[config.mk]
export PLATFORM = sky130hd
export DESIGN_NAME = scl_period_timer
export DESIGN_NICKNAME = d
export VERILOG_FILES = /design/src/rtl/scl_period_latch.sv /design/src/rtl/scl_prescaler.sv /design/src/rtl/scl_phase_ctr.sv /design/src/rtl/scl_period_timer.sv
export SDC_FILE = /design/constraint.sdc
export NUM_CORES = 1
export LEC_CHECK = 0
export BUFFER_PORTS_ARGS = -buffer_cell sky130_fd_sc_hd__buf_2
export CAP_MARGIN = 20
export CORE_ASPECT_RATIO = 1.2
export CORE_MARGIN = 2
export CORE_UTILIZATION = 30
export DETAILED_ROUTE_END_ITERATION = 7
export GPL_TIMING_DRIVEN = 0
export MAX_ROUTING_LAYER = met4
export PLACE_DENSITY = 0.56
export SLEW_MARGIN = 15
export SYNTH_ARGS = -nofsm -noshare
export SYNTH_HDL_FRONTEND = slang
export SYNTH_SLANG_ARGS = --single-unit
export TNS_END_PERCENT = 1
[constraint.sdc]
create_clock -name clk_i -period 3.31 [get_ports clk_i]
set_clock_uncertainty 0.05 [all_clocks]
set_input_delay 0.1655 -clock clk_i [delete_from_list [all_inputs] [get_ports clk_i]]
set_output_delay 0.1655 -clock clk_i [all_outputs]
set_load 0.1 [all_outputs]
[src/rtl/scl_period_latch.sv]
module scl_period_latch #(
  parameter int PERIOD_W = 7
) (
  input  logic                clk_i,
  input  logic                rst_ni,
  input  logic                load_i,
  input  logic [PERIOD_W-1:0] period_i,
  output logic [PERIOD_W:0]   pre_max_o
);
  logic [PERIOD_W-1:0] tpr_q;

  always_ff @(posedge clk_i or negedge rst_ni) begin
    if (!rst_ni)     tpr_q <= PERIOD_W'(1);
    else if (load_i) tpr_q <= (period_i == '0) ? PERIOD_W'(1) : period_i;
  end

  // unit length 2*(1+T) -> terminal count 2*T+1
  assign pre_max_o = {tpr_q, 1'b1};

  AST_TPR_NONZERO: assert property (@(posedge clk_i) disable iff (!rst_ni)
    tpr_q != '0);

endmodule

[src/rtl/scl_prescaler.sv]
module scl_prescaler #(
  parameter int PRE_W = 8
) (
  input  logic             clk_i,
  input  logic             rst_ni,
  input  logic             clear_i,
  input  logic [PRE_W-1:0] pre_max_i,
  output logic             tick_o,
  output logic             pre_zero_o
);
  logic [PRE_W-1:0] pre_q;

  assign tick_o     = (pre_q == pre_max_i);
  assign pre_zero_o = (pre_q == '0);

  always_ff @(posedge clk_i or negedge rst_ni) begin
    if (!rst_ni)       pre_q <= '0;
    else if (clear_i)  pre_q <= '0;
    else if (tick_o)   pre_q <= '0;
    else               pre_q <= pre_q + PRE_W'(1);
  end

  AST_PRE_BOUND: assert property (@(posedge clk_i) disable iff (!rst_ni)
    pre_q <= pre_max_i);

endmodule

[src/rtl/scl_phase_ctr.sv]
module scl_phase_ctr #(
  parameter int TOTAL  = 10,
  parameter int UNIT_W = 4
) (
  input  logic              clk_i,
  input  logic              rst_ni,
  input  logic              clear_i,
  input  logic              tick_i,
  output logic [UNIT_W-1:0] unit_o,
  output logic              period_end_o
);
  logic [UNIT_W-1:0] unit_q;

  assign unit_o       = unit_q;
  assign period_end_o = tick_i && (unit_q == UNIT_W'(TOTAL - 1));

  always_ff @(posedge clk_i or negedge rst_ni) begin
    if (!rst_ni)           unit_q <= '0;
    else if (clear_i)      unit_q <= '0;
    else if (period_end_o) unit_q <= '0;
    else if (tick_i)       unit_q <= unit_q + UNIT_W'(1);
  end

  AST_UNIT_BOUND: assert property (@(posedge clk_i) disable iff (!rst_ni)
    unit_q < UNIT_W'(TOTAL));

endmodule

[src/rtl/scl_period_timer.sv]
module scl_period_timer #(
  parameter int PERIOD_W   = 7,
  parameter int LOW_UNITS  = 6,
  parameter int HIGH_UNITS = 4
) (
  input  logic                clk_i,
  input  logic                rst_ni,
  input  logic                en_i,
  input  logic [PERIOD_W-1:0] period_i,
  input  logic                restart_i,
  output logic                scl_high_o,
  output logic                sda_change_o,
  output logic                sda_sample_o
);
  localparam int PRE_W    = PERIOD_W + 1;
  localparam int TOTAL    = LOW_UNITS + HIGH_UNITS;
  localparam int UNIT_W   = $clog2(TOTAL + 1);
  localparam int CHG_UNIT = LOW_UNITS / 2;
  localparam int SMP_UNIT = LOW_UNITS + HIGH_UNITS / 2;

  logic              active_q;
  logic              clear, load;
  logic              tick, pre_zero, period_end;
  logic [PRE_W-1:0]  pre_max;
  logic [UNIT_W-1:0] unit;

  always_ff @(posedge clk_i or negedge rst_ni) begin
    if (!rst_ni) active_q <= 1'b0;
    else         active_q <= en_i;
  end

  // first enabled cycle and restart both start from offset 0
  assign clear = !en_i || !active_q || restart_i;
  assign load  = !active_q || restart_i || period_end;

  scl_period_latch #(.PERIOD_W(PERIOD_W)) u_latch (
    .clk_i     (clk_i),
    .rst_ni    (rst_ni),
    .load_i    (load),
    .period_i  (period_i),
    .pre_max_o (pre_max)
  );

  scl_prescaler #(.PRE_W(PRE_W)) u_pre (
    .clk_i      (clk_i),
    .rst_ni     (rst_ni),
    .clear_i    (clear),
    .pre_max_i  (pre_max),
    .tick_o     (tick),
    .pre_zero_o (pre_zero)
  );

  scl_phase_ctr #(.TOTAL(TOTAL), .UNIT_W(UNIT_W)) u_phase (
    .clk_i        (clk_i),
    .rst_ni       (rst_ni),
    .clear_i      (clear),
    .tick_i       (tick),
    .unit_o       (unit),
    .period_end_o (period_end)
  );

  assign scl_high_o   = !active_q || (unit >= UNIT_W'(LOW_UNITS));
  assign sda_change_o = active_q && pre_zero && (unit == UNIT_W'(CHG_UNIT));
  assign sda_sample_o = active_q && pre_zero && (unit == UNIT_W'(SMP_UNIT));

  AST_DISABLED_IDLE: assert property (@(posedge clk_i) disable iff (!rst_ni)
    !en_i |=> (scl_high_o && !sda_change_o && !sda_sample_o));
  AST_CHANGE_IN_LOW: assert property (@(posedge clk_i) disable iff (!rst_ni)
    sda_change_o |-> !scl_high_o);
  AST_SAMPLE_IN_HIGH: assert property (@(posedge clk_i) disable iff (!rst_ni)
    sda_sample_o |-> scl_high_o);
  AST_ENABLE_LOW: assert property (@(posedge clk_i) disable iff (!rst_ni)
    (en_i && !active_q) |=> !scl_high_o);
  AST_RESTART_LOW: assert property (@(posedge clk_i) disable iff (!rst_ni)
    (en_i && restart_i) |=> !scl_high_o);

endmodule

; Word-level counts from Yosys, hierarchy flattened
; Cells that the tools add are included.
[totals]
inputBits = 11
regBits = 20
[classes]
reduce_logical = 14
n_addsub = 2
eq_ne = 4
muxes = 6
n_lt_le_gt_ge = 1
[op_table]
columns = op, n
row1 = $mux W8, 2
row2 = $mux W4, 3
row3 = $add A8 B1 Y8 const B, 1
row4 = $eq A4 B4 Y1 const B, 2
row5 = $eq A8 B8 Y1, 1
row6 = $logic_not A8 Y1, 1
row7 = $logic_not A7 Y1, 1
row8 = $mux W7, 1
row9 = $logic_or A1 B1 Y1, 5
row10 = $add A4 B1 Y4 const B, 1
row11 = $eq A4 B2 Y1 const B, 1
row12 = $ge A4 B3 Y1 const B, 1
row13 = $logic_and A1 B1 Y1, 4
row14 = $reduce_bool A3 Y1, 1
row15 = $logic_not A1 Y1, 2

; Depth between registers and ports, before layout
; Gate-level depths: netlist (run 1).
[depth]
depth_word = 4
ltp_mapped = 6
depth_no_buf = 6

; Cells and area by module
; Synthesis (run 1) repeated with hierarchy kept, for this count alone.
[unflattened]
cells_unflattened = 107
area_unflattened_um2 = 1184.9
[modules_own_cells]
columns = module, cells_per_inst, seq_area_each_um2, area_per_inst_um2, instances
row1 = scl_prescaler, 52, 200.2, 559.3, 1
row2 = scl_period_latch, 20, 176.4, 300.3, 1
row3 = scl_phase_ctr, 26, 100.1, 241.5, 1
row4 = scl_period_timer, 9, 25.0, 83.8, 1

; Worst setup path before layout (run 1)
; Ideal clock, no wire load.
[synth_path]
path_type = reg2out
from = reg u_pre.pre_q[6]
to = out sda_change_o
arrival_time_ps = 3067
path_buffers = 0
required_ps = 3094
setup_slack_ps = 28
path_stages_with_launch = 4
path_cell_list = dfrtp_1 > nor4b_1 > nand4_1 > nor3b_1
[synth_via]
elab_chain_len = 3
[synth_rtl]
columns = element, line
row1 = "start, declared", scl_prescaler.sv:11  ; logic [PRE_W-1:0] pre_q;
row2 = "start signal, assigned", scl_prescaler.sv:20  ; else pre_q <= pre_q + PRE_W'(1);
row3 = $logic_not A8 Y1, scl_prescaler.sv:14  ; assign pre_zero_o = (pre_q == '0);
row4 = $logic_and A1 B1 Y1 (2 in series), scl_period_timer.sv:63  ; assign sda_change_o = active_q && pre_zero && (unit == UNIT_W'(CHG_UNIT));
row5 = "end, declared", scl_period_timer.sv:12  ; output logic sda_change_o,
; No other way between the ends.

; Worst setup path after layout (run 1)
; Ends and elaborated chain as after synthesis.

==> results by stage, run 1 <==
Floorplan:
- The count of pins on the block boundary is 14.
- The floorplan has 24 rows.
- The initial utilization of the core area, before any placement, comes to a little under a third.
- The die covers 4270 um2.
- The area of the core region is 3630 um2.
- The x dimension of the die is between 50 and 60 um.
- The vertical extent of the die is 71.2 um.

Setup path:
- The signal on the critical path passes through nor4b_1 > nand4_1 > nor3b_1 > buf_2.
- The data arrival at the endpoint of the critical path is 1.87 ns.
- On the worst path, the slowest cell contributes a delay of 0.45 ns.
- The largest individual stage delay along the critical path comes from the cell sky130_fd_sc_hd__buf_2.
- STA classifies the critical path endpoint as an output pin.
- The element type at the critical path start is a register.
- Along the worst path, the maximum fanout reaches 4.
- The worst setup path is of the register to output pin kind.
- For the worst setup path, the data required time is around 3.1 ns.

Logic synthesis:
- Counting every net in the synthesized netlist gives 122.
- The commonest cells after synthesis are 19 x sky130_fd_sc_hd__dfrtp_1, 8 x sky130_fd_sc_hd__nor3_1, 8 x sky130_fd_sc_hd__xnor2_1, 7 x sky130_fd_sc_hd__nand2_1.
- The post-synthesis instance area is 1130 um2.
- The proportion of netlist area held by the largest area contributor is 42.2%.
- The most used flip-flop cell after synthesis is sky130_fd_sc_hd__dfrtp_1.
- Ranked by total cell area, the synthesized netlist is headed by sky130_fd_sc_hd__dfrtp_1 42%, sky130_fd_sc_hd__mux2_4 8.0%, sky130_fd_sc_hd__ha_1 6.7%.
- The mux cell area share after synthesis is 8.88%.
- The dominant cell type by area after synthesis is sky130_fd_sc_hd__dfrtp_1.
- The synthesized-area fraction occupied by ao, oa, aoi and oai cells is 5.44%.
- Summing the areas of all xor and xnor instances in the mapped netlist gives 10.1% of the synthesized area.
- The total number of yosys warnings is 0.
- The synthesized netlist cell count is 105.
- For this run, the register share of the synthesized area comes to between 40% and 50%.
- The synthesized flop and latch total is 20.
- The library cell with the highest instance count after synthesis is sky130_fd_sc_hd__dfrtp_1.
- The share of synthesized cell area in full adder, half adder and majority cells is under 10%.
- The simple-gate portion of the synthesized area is 21.8%.
- The number of enable flip-flop cells after synthesis is 0.
- After synthesis, the mean cell area works out to 10.7 um2.
- In the synthesized netlist the async set-or-reset flop fraction comes to 100%.
- In this run, distinct cell masters in the synthesized netlist total 29.
- After synthesis, the largest family of logic cells by area is simple AND/OR/NAND/NOR gates.

Pwr:
- The reported leakage power is 0.568 nW.
- IR analysis of the VDD net gives a maximum drop of 205 uV.
- The power per cell area is 374 nW/um2.

CTS:
- The clock buffer count from CTS is 3.
- For the worst-skew pair, the clock arrives at the later sink with an insertion delay of 0.25 ns.
- After clock tree synthesis, the clock-pin slew on the worst setup and hold paths is 0.07 ns.
- The total number of H-tree levels is 1.
- The clock root buffer is sky130_fd_sc_hd__clkbuf_8.
- The CTS tree is yes.
- The number of post-CTS setup repair buffers is 0.
- The number of buffers on the longest clock path is 2.
- The number of sinks on the clock net is 20.

Timing:
- Derived from the worst setup path, the maximum achievable clock frequency is 0.480 GHz.
- Dividing the final minimum period by the clock period gives between 60% and 70%.
- Final hold analysis gives a worst-case slack of 0.101 ns.
- Setup repair after global routing left no endpoint under its margin.
- The actual transition at the worst max-transition pin is 0.486 ns.
- The number of failing setup endpoints in the final timing report is 0.
- Measured against its own limit, the worst slew margin works out to 67.8%.
- Summed over all failing endpoints, the final setup total negative slack is 0 ns.
- The number of max-slew violations in the final report is 0.
- The final period demand of the worst path is 2.08 ns.
- The total count of hold-check failures in the final report came to 0.

Routing:
- The via density per instance is 4.76.
- The total via count in the routed design is ~840.
- Dividing the detail-routed wire length by the instance count gives 12.5 um.
- For this block, the initial DRC count from the detailed router was 37.
- In the routed design, unresolved DRC markers number 0.
- The first detailed-routing pass ran for 4 iterations.
- For this block, the routed nets add up to 2.20 mm of wire.
- The detail route stage leaves a number of antenna-violating nets equal to 0.

Flow run:
- Across the run, the number of max-cap violations was 0.

Final layout:
- The filler cells instantiated in the layout total 363.
- In the final design database the tool counted 142 nets.
- Cells with a size suffix above 1 make up 24.2% of the layout.
- The area growth from synthesis to layout is 18.2%.
- The finished layout cell area is 1330 um2.
- Measured on the finished design, the core utilization comes to 36.7%.
- The diode insertion count for antenna repair is 0.

Global route:
- The wire length of the first global-routing pass is 3.75 mm.
- The number of global-route vias before repair is 763.
- Global routing finished with a remaining overflow of 0.
- The initial antenna violation count is 0.
- Entering global routing, the biggest net connects 21 pins.
- Global routing used between 10% and 20% of the available tracks.

Status:
- The run finished with clean final reports.

Place:
- The placer's final routability congestion estimate is 0.791.
- In this run the tool buffered the top-level ports with 13 buffer cells.
- In this run the cell area measured after placement is around 1300 um2.
- Summed over all nets, the half-perimeter wirelength after detailed placement is 1.64 mm.

Worst hold path:
- In this run the worst hold path is classified as input pin to register.
==> routing by layer <==
metal  up-vias  GRT usage (%)  wire (um)
met3         2           3.47        102
met2        21           16.9        999
li1        416              -          -
met5         -              -          0
met1       399           16.5       1090
met4         0           2.47         10
==> cell type report <==
cell class	instances	area [um2]	share of cell area (%)
Clock buffer	4	55.1	4.13
Buffer	1	11.3	0.845
Timing Repair Buffer	15	85.1	6.38
Sequential cell	20	502	37.7
Inverter	5	18.8	1.41
Multi-Input combinational cell	79	596	44.7
Tap cell	52	65.1	4.88
==> flip-flops by register name, summed over array words and instances (netlist names) <==
name	flops
u_phase.unit_o	4
u_pre.pre_q	8
active_q	1
u_latch.tpr_q	7
==> worst paths after layout <==
path                                  startpoint               end  slack (ns)  depth (start not counted)
worst max-delay path              u_pre.pre_q[6]      sda_change_o        1.23                          4
worst min-delay path                 period_i[5]  u_latch.tpr_q[5]        0.10                          2
worst max register to register    u_pre.pre_q[1]  u_latch.tpr_q[4]        1.40                          5
worst min register to register  u_latch.tpr_q[0]  u_latch.tpr_q[0]        0.43                          2
max in group asynchronous                 rst_ni  u_latch.tpr_q[0]        2.54                          2
min in group asynchronous                 rst_ni          active_q        0.33                          2
==> power breakdown <==
group / total [mW] / leakage, nW / internal (mW) / switching [mW]
sequential: 0.261 / 0.259 / 0.254 / 0.00772
combinational: 0.0528 / 0.280 / 0.0260 / 0.0268
clock: 0.184 / 0.0288 / 0.106 / 0.0781
==> timing repair <==
action / 4_1_cts / 5_1_grt
hold buffers: 2 / 0
gates resized for setup: 0 / 0
endpoints found under the setup margin: 0 / 0
endpoints found under the hold margin: 20 / 0
==> kinds of logic after synthesis <==
kind of cell / after synthesis
mux: 7
simple gates: 44
fa+ha+maj: 6
buf+inv: 6
xor+xnor: 13
flops: 20
compound gates: 9
==> through the flow <==
stage / cells / total power, mW / setup slack (ns)
after floorplan: 105 / 0.299 / 0.0276
after global placement: 170 / 0.316 / 1.40
after detailed placement: 170 / 0.318 / 1.41
after CTS: 176 / 0.505 / 1.22
after global routing: 176 / 0.520 / 1.02
final: 176 / 0.498 / 1.23
==> worst max-delay path, delay by kind of cell, from the launching register on <==
family	cells	cell delay, ns
buffers and inverters	1	0.45
AND/OR/NAND/NOR	3	0.72
flip-flops	1	0.44
==> cell usage in the layout, fill, tap and decap left out, types with 4 or more instances in the layout <==
cell type                  Yosys  layout
sky130_fd_sc_hd__ha_1          6       6
sky130_fd_sc_hd__nand2_1       7       7
sky130_fd_sc_hd__xor2_1        5       5
sky130_fd_sc_hd__nand3_1       6       6
sky130_fd_sc_hd__buf_2         0      13
sky130_fd_sc_hd__inv_1         5       5
sky130_fd_sc_hd__nor2_1        6       6
sky130_fd_sc_hd__mux2_4        6       6
sky130_fd_sc_hd__nand4_1       4       4
sky130_fd_sc_hd__xnor2_1       8       8
sky130_fd_sc_hd__nor3_1        8       8
sky130_fd_sc_hd__dfrtp_1      19      19
sky130_fd_sc_hd__clkbuf_8      0       4
(Power assumes the default switching activity.)
==> run 2: changes to the inputs <==
==> constraint.sdc (replaced) <==
create_clock -name clk_i -period 1.95 [get_ports clk_i]
set_clock_uncertainty 0.05 [all_clocks]
set_input_delay 0.0975 -clock clk_i [delete_from_list [all_inputs] [get_ports clk_i]]
set_output_delay 0.0975 -clock clk_i [all_outputs]
set_load 0.1 [all_outputs]
==> run 2 against run 1 <==
Against the previous run: clock-buffer cell count down 1; clock power rose by 130%; sequential power grew 70%; flip-flop and latch count unchanged; non-clock buffer count is 1 higher; cell count up 0.57%; critical path type is now register to register; critical endpoint is now u_latch.tpr_q[6]; largest cell class unchanged.
==> results by stage, run 2 (synthesis results as in run 1) <==
Status:
- The run finished with clean final reports.

Routing:
- Wires add up to 2.16 mm.
- The routed layout has approximately 820 vias.
- The wire length per cell is 12.2 um.
- The number of nets with antenna violations after detailed routing is 0.
- The violation count after the first detailed-routing iteration is 9.
- For this run, design rule violations remaining after detail routing come to 0.
- The via density per instance is 4.64.
- The detailed-routing iteration count for the pre-antenna-repair pass is 4.

Global route:
- The layer with the highest usage after global routing is met2.
- The final global-route overflow total is 0.
- In the global route stage, overall resource usage came out at 11.6%.
- The global routing usage on met3 is 3.29%.
- The initial antenna violation count was 0.
- For this run, global-route usage on met1 was measured as 14.4%.
- The number of global-route vias before repair came to 742.
- The first global-routing pass estimated roughly 3.5 mm of wire.
- Global routing consumed, on the met2 layer, approximately 17% of the routing resources.
- The maximum number of pins on one net before global-route repair is 21.

Worst hold path:
- The worst hold path was traced through 2 stages.
- The worst min-delay path category is input pin to register.

Floorplan:
- The floorplan has 24 rows.
- The die covers 4270 um2.
- The vertical extent of the die is between 70 and 80 um.
- The effective utilization at floorplan is 31.0%.
- In this run the horizontal extent of the chip is 60.0 um.
- The count of pins on the block boundary is 14.
- The region available for standard cell placement spans 3630 um2.

Timing:
- The max-slew headroom at the worst pin is 67.9%.
- The final worst setup slack is 0.0654 ns.
- Timing would allow up to 0.531 GHz.
- The number of failing setup endpoints in the final timing report is 0.
- The total count of hold-check failures in the final report is 0.
- For the finished layout, the period the worst path requires is around 1.9 ns.
- The number of max-slew violations in the final report is 0.
- The actual transition at the worst max-transition pin is approximately 0.48 ns.
- The final worst-path cycle share is a little over nine tenths.

Pwr:
- The maximum VDD drop is 356 uV.
- The net switching power figure is 200 uW.
- Registers are responsible for a little under half of the overall power.
- Of the total power, combinational logic draws 9.5%.
- The internal power of the cells totals 750 uW.
- Of the total power, the share spent switching nets is 21.0%.
- The reported leakage power is 0.587 nW.
- In this run the power density over the cells is roughly 700 nW/um2.
- The clock network is responsible for 43.7% of the overall power.

CTS:
- The clock network latency to the later pin of the worst-skew pair is 0.26 ns.
- The clock drives 20 sinks.
- TritonCTS built the clock tree.
- The clock buffer count from CTS is 3.
- The clock root buffer is sky130_fd_sc_hd__clkbuf_8.
- CTS built an H-tree with a depth of 1.
- The clock-pin slew on the worst setup and hold paths is approximately 0.070 ns.
- The clock passes through at most 2 buffers.

Place:
- Port buffering added 13 buffers.
- The wire-length estimate of the detail-placed layout is 1.64 mm.
- The worst slack at placement is 0.0730 ns.
- In this run, placement finished with an instance count of 170.
- The congestion estimate from routability-driven global placement came to 0.827.
- In this run the cell area measured after placement is 1260 um2.

Flow run:
- Max-cap violations in this run came to 0.

Final layout:
- The flip-flop count of the largest register after layout is 8.
- The area growth from synthesis to layout is 23.1%.
- Leaving out fill and tap cells, the most frequent cell in the layout is sky130_fd_sc_hd__dfrtp_1.
- The register with the most flip-flops in the final layout is u_pre.pre_q.
- The finished cells cover 1390 um2.
- The finished layout holds 177 standard cells, fillers aside.
- The top cell types in the final layout, fill and taps aside, are 18 x sky130_fd_sc_hd__dfrtp_1, 11 x sky130_fd_sc_hd__buf_2, 8 x sky130_fd_sc_hd__nor3_1, 7 x sky130_fd_sc_hd__xnor2_1, 7 x sky130_fd_sc_hd__nand2_1.
- The repair_antennas step left the layout with diodes totalling 0.
- The final layout contains roughly 140 nets.
- Of the cells placed in the final design, the portion with a size suffix greater than 1 is between 20% and 30%.

Setup path:
- The worst setup path is launched from a register.
- The kind of critical path is register to register.
- The data required time of the critical path is 2.05 ns.
- The peak fanout along the critical path is 7.
- For the worst setup path, the data arrival time is 1.98 ns.
- The critical path endpoint category is a register.
- The worst register-to-register path has a depth of 5.
run 2: area by class of cell:
class	instances	area (um2)
Fill cell	355	2250
Multi-Input combinational cell	79	617
Sequential cell	20	503
Timing Repair Buffer	16	101
Tap cell	52	65.1
Clock buffer	3	41.3
Clock inverter	1	30.0
Inverter	5	18.8
Buffer	1	11.3
run 2: worst max-delay path: stages (launching register included):
cell and delay (ns):
sky130_fd_sc_hd__dfrtp_1 0.46, sky130_fd_sc_hd__xnor2_1 0.26, sky130_fd_sc_hd__nand4_2 0.20, sky130_fd_sc_hd__o31a_1 0.36
sky130_fd_sc_hd__buf_6 0.15, sky130_fd_sc_hd__mux2_4 0.29
run 2: power groups by stage:
stage          clock network [mW]  registers, mW  logic, mW
4_1_cts                     0.429          0.444     0.0906
6_report                    0.415          0.444     0.0906
3_3_place_gp                    0          0.452     0.0858
2_1_floorplan                   0          0.447     0.0599
3_5_place_dp                    0          0.453     0.0875
5_1_grt                     0.444          0.447     0.0997
run 2: timing repair:
item	4_1_cts	5_1_grt
cloned	0	0
setup endpoints to repair	2	8
hold buffers	2	0
endpoints found under the hold margin	20	0
setup buffers	0	1
resized for setup	2	4
pin swaps	0	3
run 2: final timing paths:
path	start	endpoint	slack (ns)
setup / recovery	u_pre.pre_q[1]	u_latch.tpr_q[6]	0.07
hold / removal	period_i[4]	u_latch.tpr_q[4]	0.03
setup reg to reg	u_pre.pre_q[1]	u_latch.tpr_q[6]	0.07
hold reg to reg	u_latch.tpr_q[0]	u_latch.tpr_q[0]	0.45
max in group asynchronous	rst_ni	u_latch.tpr_q[0]	1.24
min in group asynchronous	rst_ni	u_pre.pre_q[0]	0.26
run 2: through the flow:
| stage | TNS, ns | utilization (%) | hold WS [ns] | total power [mW] |
|---|---|---|---|---|
| after floorplan | -0.319 | - | -0.248 | 0.507 |
| after global placement | 0 | 34.8 | 0.0214 | 0.538 |
| after detailed placement | 0 | 34.8 | 0.0284 | 0.540 |
| after CTS | 0 | 37.5 | 0.0194 | 0.964 |
| after global routing | -0.00281 | 38.2 | 0.0140 | 0.991 |
| final | 0 | 38.2 | 0.0272 | 0.950 |
run 2: layer usage:
metal | share of wire [%] | wire (um) | vias to the layer above
met2 | 46 | 1000 | 17
met5 | 0 | 0 | -
met1 | 48 | 1030 | 386
met3 | 3.7 | 79 | 4
met4 | 2.4 | 51 | 0
li1 | - | - | 414
